`src/rtl/sinc3_pkg.sv`:
```
package sinc3_pkg;

  function automatic int ratio_log2(input int min_log2, input int sel);
    return min_log2 + sel;
  endfunction

  // right shift that brings full scale (ratio^stages) down to 2^(pcm_w-1)
  function automatic int out_shift(input int stages, input int rlog2, input int pcm_w);
    int s;
    s = stages * rlog2 - (pcm_w - 1);
    return (s < 0) ? 0 : s;
  endfunction

endpackage

```
`src/rtl/sinc3_integ.sv`:
```
module sinc3_integ #(
  parameter int ACC_W  = 26,
  parameter int STAGES = 3
) (
  input  logic                    clk_i,
  input  logic                    rst_ni,
  input  logic                    clr_i,
  input  logic                    ce_i,
  input  logic                    bit_i,
  output logic signed [ACC_W-1:0] acc_o
);

  logic signed [ACC_W-1:0] acc_q [STAGES];
  logic signed [ACC_W-1:0] in_w  [STAGES];

  assign in_w[0] = bit_i ? ACC_W'(1) : '1;

  for (genvar g = 0; g < STAGES; g++) begin : g_stage
    if (g > 0) begin : g_chain
      assign in_w[g] = acc_q[g-1];
    end
    always_ff @(posedge clk_i or negedge rst_ni) begin
      if (!rst_ni)    acc_q[g] <= '0;
      else if (clr_i) acc_q[g] <= '0;
      else if (ce_i)  acc_q[g] <= acc_q[g] + in_w[g];
    end
  end

  assign acc_o = acc_q[STAGES-1];


  idle_hold_chk: assert property (@(posedge clk_i) disable iff (!rst_ni)
    (!ce_i && !clr_i) |=> $stable(acc_o));

endmodule

```
`src/rtl/sinc3_comb.sv`:
```
module sinc3_comb #(
  parameter int ACC_W  = 26,
  parameter int STAGES = 3
) (
  input  logic                    clk_i,
  input  logic                    rst_ni,
  input  logic                    clr_i,
  input  logic                    dec_i,
  input  logic signed [ACC_W-1:0] acc_i,
  output logic signed [ACC_W-1:0] y_o,
  output logic                    vld_o
);

  logic signed [ACC_W-1:0] dly_q  [STAGES];
  logic signed [ACC_W-1:0] diff_w [STAGES+1];

  assign diff_w[0] = acc_i;

  for (genvar g = 0; g < STAGES; g++) begin : g_stage
    assign diff_w[g+1] = diff_w[g] - dly_q[g];
    always_ff @(posedge clk_i or negedge rst_ni) begin
      if (!rst_ni)    dly_q[g] <= '0;
      else if (clr_i) dly_q[g] <= '0;
      else if (dec_i) dly_q[g] <= diff_w[g];
    end
  end

  always_ff @(posedge clk_i or negedge rst_ni) begin
    if (!rst_ni) begin
      y_o   <= '0;
      vld_o <= 1'b0;
    end else if (clr_i) begin
      y_o   <= '0;
      vld_o <= 1'b0;
    end else begin
      vld_o <= dec_i;
      if (dec_i) y_o <= diff_w[STAGES];
    end
  end


  comb_pulse_chk: assert property (@(posedge clk_i) disable iff (!rst_ni)
    vld_o |-> $past(dec_i));

endmodule

```
`src/rtl/sinc3_scale.sv`:
```
module sinc3_scale
  import sinc3_pkg::*;
#(
  parameter int ACC_W    = 26,
  parameter int PCM_W    = 16,
  parameter int SEL_W    = 2,
  parameter int MIN_LOG2 = 5,
  parameter int STAGES   = 3
) (
  input  logic                    clk_i,
  input  logic                    rst_ni,
  input  logic                    vld_i,
  input  logic signed [ACC_W-1:0] y_i,
  input  logic [SEL_W-1:0]        sel_i,
  output logic signed [PCM_W-1:0] pcm_o,
  output logic                    vld_o
);

  localparam logic signed [ACC_W-1:0] POS_LIM = ACC_W'((64'sd1 <<< (PCM_W-1)) - 1);
  localparam logic signed [ACC_W-1:0] NEG_LIM = -POS_LIM - ACC_W'(1);

  logic signed [ACC_W-1:0] shifted;
  logic signed [PCM_W-1:0] sat_w;

  always_comb begin
    int sh;
    sh      = out_shift(STAGES, ratio_log2(MIN_LOG2, int'(sel_i)), PCM_W);
    shifted = y_i >>> sh;
    if (shifted > POS_LIM)      sat_w = POS_LIM[PCM_W-1:0];
    else if (shifted < NEG_LIM) sat_w = NEG_LIM[PCM_W-1:0];
    else                        sat_w = shifted[PCM_W-1:0];
  end

  always_ff @(posedge clk_i or negedge rst_ni) begin
    if (!rst_ni) begin
      pcm_o <= '0;
      vld_o <= 1'b0;
    end else begin
      vld_o <= vld_i;
      if (vld_i) pcm_o <= sat_w;
    end
  end


  sign_keep_chk: assert property (@(posedge clk_i) disable iff (!rst_ni)
    (vld_i && y_i[ACC_W-1]) |=> pcm_o[PCM_W-1]);


  hold_between_chk: assert property (@(posedge clk_i) disable iff (!rst_ni)
    !vld_o |-> $stable(pcm_o));

endmodule

```
`src/rtl/sinc3_decim.sv`:
```
module sinc3_decim #(
  parameter int SEL_W    = 2,
  parameter int MIN_LOG2 = 5,
  parameter int STAGES   = 3,
  parameter int PCM_W    = 16,
  parameter int SKIP_OUT = 3
) (
  input  logic                    clk_i,
  input  logic                    rst_ni,
  input  logic                    ce_i,
  input  logic                    bit_i,
  input  logic [SEL_W-1:0]        rate_sel_i,
  output logic signed [PCM_W-1:0] pcm_o,
  output logic                    valid_o
);

  localparam int MAX_LOG2 = MIN_LOG2 + (1 << SEL_W) - 1;
  localparam int ACC_W    = STAGES * MAX_LOG2 + 2;
  localparam int CNT_W    = MAX_LOG2;
  localparam int SKIP_W   = $clog2(SKIP_OUT + 1);

  logic [SEL_W-1:0]        rate_q;
  logic                    flush;
  logic [CNT_W-1:0]        dcnt_q, last_cnt;
  logic                    dec_q;
  logic [SKIP_W-1:0]       skip_q;
  logic signed [ACC_W-1:0] acc3, comb_y;
  logic                    comb_vld, out_ok;

  assign flush = (rate_sel_i != rate_q);

  always_comb begin
    last_cnt = {CNT_W{1'b1}} >> (MAX_LOG2 - MIN_LOG2 - int'(rate_q));
  end

  always_ff @(posedge clk_i or negedge rst_ni) begin
    if (!rst_ni) begin
      rate_q <= '0;
      dcnt_q <= '0;
      dec_q  <= 1'b0;
    end else if (flush) begin
      rate_q <= rate_sel_i;
      dcnt_q <= '0;
      dec_q  <= 1'b0;
    end else begin
      dec_q <= 1'b0;
      if (ce_i) begin
        if (dcnt_q == last_cnt) begin
          dcnt_q <= '0;
          dec_q  <= 1'b1;
        end else begin
          dcnt_q <= dcnt_q + 1'b1;
        end
      end
    end
  end

  always_ff @(posedge clk_i or negedge rst_ni) begin
    if (!rst_ni)                      skip_q <= SKIP_W'(SKIP_OUT);
    else if (flush)                   skip_q <= SKIP_W'(SKIP_OUT);
    else if (comb_vld && skip_q != 0) skip_q <= skip_q - 1'b1;
  end

  assign out_ok = comb_vld && (skip_q == 0) && !flush;

  sinc3_integ #(.ACC_W(ACC_W), .STAGES(STAGES)) u_integ (
    .clk_i (clk_i),
    .rst_ni(rst_ni),
    .clr_i (flush),
    .ce_i  (ce_i),
    .bit_i (bit_i),
    .acc_o (acc3)
  );

  sinc3_comb #(.ACC_W(ACC_W), .STAGES(STAGES)) u_comb (
    .clk_i (clk_i),
    .rst_ni(rst_ni),
    .clr_i (flush),
    .dec_i (dec_q),
    .acc_i (acc3),
    .y_o   (comb_y),
    .vld_o (comb_vld)
  );

  sinc3_scale #(
    .ACC_W(ACC_W), .PCM_W(PCM_W), .SEL_W(SEL_W),
    .MIN_LOG2(MIN_LOG2), .STAGES(STAGES)
  ) u_scale (
    .clk_i (clk_i),
    .rst_ni(rst_ni),
    .vld_i (out_ok),
    .y_i   (comb_y),
    .sel_i (rate_q),
    .pcm_o (pcm_o),
    .vld_o (valid_o)
  );


  one_cycle_valid_chk: assert property (@(posedge clk_i) disable iff (!rst_ni)
    valid_o |=> !valid_o);


  dec_after_ce_chk: assert property (@(posedge clk_i) disable iff (!rst_ni)
    dec_q |-> $past(ce_i));


  cnt_range_chk: assert property (@(posedge clk_i) disable iff (!rst_ni)
    dcnt_q <= last_cnt);


  flush_quiet_chk: assert property (@(posedge clk_i) disable iff (!rst_ni)
    flush |=> !valid_o);


  skip_quiet_chk: assert property (@(posedge clk_i) disable iff (!rst_ni)
    (comb_vld && skip_q != 0) |=> !valid_o);

endmodule

```
`config.mk`:
```
export PLATFORM = sky130hd
export DESIGN_NAME = sinc3_decim
export DESIGN_NICKNAME = d
export VERILOG_FILES = /design/src/rtl/sinc3_pkg.sv /design/src/rtl/sinc3_integ.sv /design/src/rtl/sinc3_comb.sv /design/src/rtl/sinc3_scale.sv /design/src/rtl/sinc3_decim.sv
export SDC_FILE = /design/constraint.sdc
export NUM_CORES = 1
export LEC_CHECK = 0
export ABC_CLOCK_PERIOD_IN_PS = 7200
export BUFFER_PORTS_ARGS = -buffer_cell sky130_fd_sc_hd__buf_2
export CAP_MARGIN = 15
export CORE_ASPECT_RATIO = 1.2
export CORE_UTILIZATION = 45
export DETAILED_ROUTE_END_ITERATION = 10
export HOLD_SLACK_MARGIN = 0.15
export PLACE_DENSITY_LB_ADDON = 0.08
export REMOVE_ABC_BUFFERS = 1
export SETUP_SLACK_MARGIN = 0.2
export SYNTH_ARGS = -nofsm -noshare
export SYNTH_HDL_FRONTEND = slang
export SYNTH_SLANG_ARGS = --single-unit
```
`constraint.sdc`:
```
create_clock -name clk_i -period 7.2 [get_ports clk_i]
set_input_delay 0.72 -clock clk_i [delete_from_list [all_inputs] [get_ports clk_i]]
set_output_delay 0.72 -clock clk_i [all_outputs]
set_load 0.02 [all_outputs]
```
# Yosys cells after proc, flatten, opt, wreduce, memory -nomap -nowiden
# Cells that the tools add are included.
[totals]
reg_bits = 213
input_bits = 6
out_inout_bits = 17
[classes]
n_addsub = 11
n_mul = 1
n_lt_le_gt_ge = 3
eq_ne = 2
shifts = 2
n_mux = 27
n_reduce_logical = 9
[ops]
columns = ["operator", "n"]
rows = [
  ["$mux 26", 15],
  ["$add 26x26->26", 3],
  ["$sub 26x26->26", 3],
  ["$lt 32x1->1 const B", 1],
  ["$mul 3x32->32 const A", 1],
  ["$mux 16", 2],
  ["$mux 32", 1],
  ["$shr 8x32->8 const A", 1],
  ["$sshr 26x32->26", 1],
  ["$sub 32x5->32 const B", 1],
  ["$gt 26x16->1 const B", 1],
  ["$lt 26x16->1 const B", 1],
  ["$mux 8", 3],
  ["$add 8x1->8 const B", 1],
  ["$eq 8x8->1", 1],
  ["$reduce_bool 2->1", 4],
  ["$add 3x2->4 const A", 1],
  ["$mux 1", 4],
  ["$mux 2", 2],
  ["$logic_and 1x1->1", 3],
  ["$sub 2x2->3 const A", 1],
  ["$logic_not 2->1", 1],
  ["$ne 2x2->1", 1],
  ["$sub 2x1->2 const B", 1],
  ["$logic_not 1->1", 1],
]

# Depth between registers and ports, before layout
[logic_depth]
depth_word = 9
mapped_depth = 32

# By module
# From an unflattened synthesis, not the netlist that was laid out.
[unflattened]
hier_cells = 2120
hier_area_um2 = 18298.8
[by_module_without_submodules]
columns = ["mod", "n_inst", "cells_per_inst", "area_each_um2", "seq_area_each_um2"]
rows = [
  ["sinc3_comb", 1, 877, 7870.0, 2627.5],
  ["sinc3_integ", 1, 838, 7086.8, 1951.9],
  ["sinc3_scale", 1, 338, 2646.3, 425.4],
  ["sinc3_decim", 1, 67, 695.7, 327.8],
]

# Worst setup path after synthesis
# No wires, ideal clock.
[synth_path]
path_type = "register to register"
from = "register u_integ.acc_q (netlist bit u_integ.acc_o[0])"
to = "register u_comb.y_o[25]"
setup_time_ns = 0.128
arrival_ns = 5.574
slack_ns = 1.499
stages_incl_launch_ff = 30
path_buffers = 0
period_less_slack_ns = 5.701
path_cell_list = "dfrtp_1 -> inv_1 -> ha_1 -> fa_1 -> nor2b_1 -> o21ai_0 -> a21boi_0 -> o21ai_0 -> a211oi_1 -> a21boi_0 -> o31ai_1 -> xor2_1 -> ha_1 -> nand3_1 -> nor3_1 -> a21oi_1 -> o31ai_1 -> a21o_1 -> a21oi_1 -> xnor2_1 -> ha_1 -> nand3_1 -> o21ai_0 -> a21oi_1 -> nor2_1 -> a2111oi_2 -> o21ai_0 -> a21oi_1 -> xnor2_1 -> o21ai_0"
[synth_between]
elab_chain_len = 5
[synth_rtl]
columns = ["element", "line", "source"]
rows = [
  ["from (decl)", "sinc3_integ.sv:13", "logic signed [ACC_W-1:0] acc_q [STAGES];"],
  ["from (signal, indexed assignment)", "sinc3_integ.sv:25", "else if (ce_i) acc_q[g] <= acc_q[g] + in_w[g];"],
  ["$sub 26x26->26 (3 in a row)", "sinc3_comb.sv:20", "assign diff_w[g+1] = diff_w[g] - dly_q[g];"],
  ["$mux 26", "sinc3_comb.sv:37", "if (dec_i) y_o <= diff_w[STAGES];"],
  ["$mux 26", "sinc3_comb.sv:32", "end else if (clr_i) begin"],
  ["to (signal assigned)", "sinc3_comb.sv:37", ""],
  ["to (decl)", "sinc3_comb.sv:10", "output logic signed [ACC_W-1:0] y_o,"],
]
# Every way passes these cells. The select of a mux whose other input is x is not followed.
# A chain may end at the register's enable or synchronous reset.

# Worst setup path after layout
# Same ends and word-level chain as after synthesis.

==> run_results.csv <==
group,metric,value,unit
outcome,status,"finished, final reports clean",
cts,tritoncts,"done",
power_and_ir_drop,ir_drop,173,uV
critical_path,crit_top_cell,"o21ai_0",
power_and_ir_drop,internal_power,0.00267,W
sta,finalCritPeriodShare,0.865,
power_and_ir_drop,pwr-share-clk,0.315,
drt,drtIter0Drc,458,
yosys,ys_types,83,
critical_path,cp.depth,31,
power_and_ir_drop,seqPwrFrac,0.299,
critical_path,critPathTopFamily,"compound AO/OA/AOI/OAI gates",
floorplanning,initial_core_util,0.458,
critical_path,worstPathRequired,7610,ps
power_and_ir_drop,power.density,220,nW/um^2
global_routing,grt_overflow_total,0,
sta,rsz0062_at_grt,"false",
drt,via_count,13697,
cts,cts.path.max_buffers,3,
drt,ant_nets,0,
cts,cts_root_buf,"clkbuf_16",
yosys,synthMostInstantiatedCell,"nor2_1",
critical_path,crit_buf_inv,2,
yosys,netlist_top_cells_count,"nor2_1, dfrtp_1, mux2i_1, ha_1, nand2_1",
placed_design,dp_hpwl,27800,um
cts,clkSlewWorstSetupHoldPaths,60,ps
yosys,synthCells,1990,
job,drv_cap,0,
floorplanning,die_area,39300,um^2
global_routing,antenna_found_initial,0,
sta,setup_violations,0,
yosys,synth_edf_count,0,
power_and_ir_drop,p_sw,0.00145,W
yosys,synth.largest_area_cell,"dfrtp_1",
critical_path,endpoint_kind,"flop",
yosys,synth_top_area_frac,0.305,
floorplanning,core.rowCount,78,
layout,final_nets,2146,
sta,setup_ws,969,ps
drt,drc,0,
drt,viasPerCell,5.54,
cts,cts_hold_buf,0,
power_and_ir_drop,p_leak,8.54,nW
sta,fin_tns_setup,0,ps
floorplanning,die_y,217,um
placed_design,pre_cts_ws,582,ps
cts,clock_latency,550,ps
drt,drtPass1Iterations,8,
yosys,async_flop_share,1.00,
sta,report.final.hold_viol_count,0,
critical_path,r2r.worst_path.cells,31,
sta,period_minus_slack,6230,ps
drt,finalWirelength,38000,um
layout,drive_gt1_frac,0.0627,
global_routing,grt_max_degree,96,
critical_path,worst_path_largest_cell_delay,410,ps
critical_path,cp-start-kind,"flop",
placed_design,port_buffers,22,
sta,holdWs,172,ps
cts,clock_sinks,213,
yosys,ys_ff_latch,213,
layout,area_growth,7.91,%
critical_path,critPathSlowestCell,"fa_1",
sta,fmax,160,MHz
sta,slew-limit-headroom,0.241,
critical_path,critPathMaxFanout,6,
floorplanning,num_io_pins,23,
drt,wire_per_inst,15.4,um
yosys,yosys_warnings,0,
sta,clock_skew,14.3,ps
floorplanning,die_x,181,um
yosys,synthTopCellsByArea,"dfrtp_1, ha_1, mux2i_1, nor2_1, xnor2_1",
cts,numCtsBuffers,26,
global_routing,grt_pass1_wl,65400,um
layout,antennaDiodeCount,0,
power_and_ir_drop,combinationalPowerShare,0.386,
placed_design,gp_congestion,0.928,
yosys,synth-seq-area-share,0.308,
power_and_ir_drop,netSwitchingFraction,0.351,
cts,htree_num_levels,1,
yosys,synth_flop_cell,"dfrtp_1",
min_path,worstHoldPathType,"primary input to async pin",
global_routing,grt.total_usage,0.198,
floorplanning,core_area,37900,um^2
layout,final_core_util,0.494,
yosys,syn_area,17300,um^2
critical_path,cp.arrival,6640,ps
global_routing,grt_pass1_vias,13942,
sta,finalMaxSlewViolations,0,
yosys,syn_area_per_cell,8.71,um^2
sta,worstMarginPinSlew,1130,ps
critical_path,path_class,"flop to flop",
==> placed cells by master (no fill, tap or decap), drive strengths merged, types with 22 or more instances in the layout <==
cell type | synthesis | layout
a211oi | 47 | 47
a21o | 60 | 60
a21oi | 134 | 134
a31oi | 22 | 22
buf | 26 | 37
clkbuf | 54 | 35
dfrtp | 211 | 211
ha | 159 | 159
inv | 131 | 131
mux2i | 166 | 166
nand2 | 135 | 135
nand2b | 26 | 26
nand3 | 28 | 28
nor2 | 259 | 259
nor2b | 23 | 23
o21a | 27 | 27
o21ai | 98 | 98
xnor2 | 94 | 94
xor2 | 44 | 44
==> final timing paths <==
path	from	endpoint	slack, ps
min in group clk_i	rate_sel_i[1]	rate_q[1]	310
min	rst_ni	u_comb.dly_q[1]	170
max in group asynchronous	rst_ni	u_integ.acc_q[39]	5660
min reg2reg	u_scale.pcm_o[10]	u_scale.pcm_o[10]	470
max	u_integ.acc_o[0]	u_comb.y_o[25]	970
max reg2reg	u_integ.acc_o[0]	u_comb.y_o[25]	970
==> through the flow <==
stage	cell area (um^2)	total power, W	std cells
after global placement	17800	0.00279	2427
final	18700	0.00412	2473
after global routing	18700	0.00441	2473
after CTS	18700	0.00415	2473
after detailed placement	17800	0.00282	2427
after floorplan	17000	0.00248	1910
==> metal layers <==
metal | share of wire | global-route usage | wire [um]
met1 | 0.41 | 0.210 | 15500
met2 | 0.53 | 0.392 | 20200
met3 | 0.024 | 0.0214 | 907
met4 | 0.035 | 0.0802 | 1320
met5 | 0 | 0 | 0
==> kinds of logic after synthesis <==
family	share of synthesized area
AOI/OAI and AO/OA	0.200
and+or+nand+nor	0.147
buffers and inverters	0.0482
DFF	0.308
xor gates and xnor gates	0.0697
muxes	0.106
adders and majority gates	0.122
==> flip-flops by register name (all words and copies together) (netlist names), 2 cells and up <==
name / cells
u_comb.dly_q: 78
u_comb.y_o: 26
u_integ.acc_q: 52
rate_q: 2
u_integ.acc_o: 26
u_scale.pcm_o: 16
dcnt_q: 8
skip_q: 2
==> layout make-up <==
type	instances	area (um^2)
Clock inverter	11	114
Multi-Input combinational cell	1566	11200
Sequential cell	213	5340
Tap cell	480	601
Fill cell	3595	19200
Clock buffer	35	726
Timing Repair Buffer	37	235
Inverter	131	492
==> power by group through the flow <==
stage / Combinational (W) / Sequential, W / Clock, W
floorplan: 0.00123 / 0.00125 / 0
global placement: 0.00154 / 0.00125 / 0
detailed placement: 0.00157 / 0.00125 / 0
CTS: 0.00157 / 0.00123 / 0.00135
global route: 0.00178 / 0.00124 / 0.00139
finish: 0.00159 / 0.00123 / 0.00130
==> what timing repair did <==
| action | 4_1_cts | 5_1_grt |
|---|---|---|
| setup buffers | 0 | 0 |
| resized for setup | 0 | 6 |
| setup endpoints to repair | 0 | 3 |
| hold endpoints to repair | 0 | 0 |
Power figures use the tool's default switching activity.
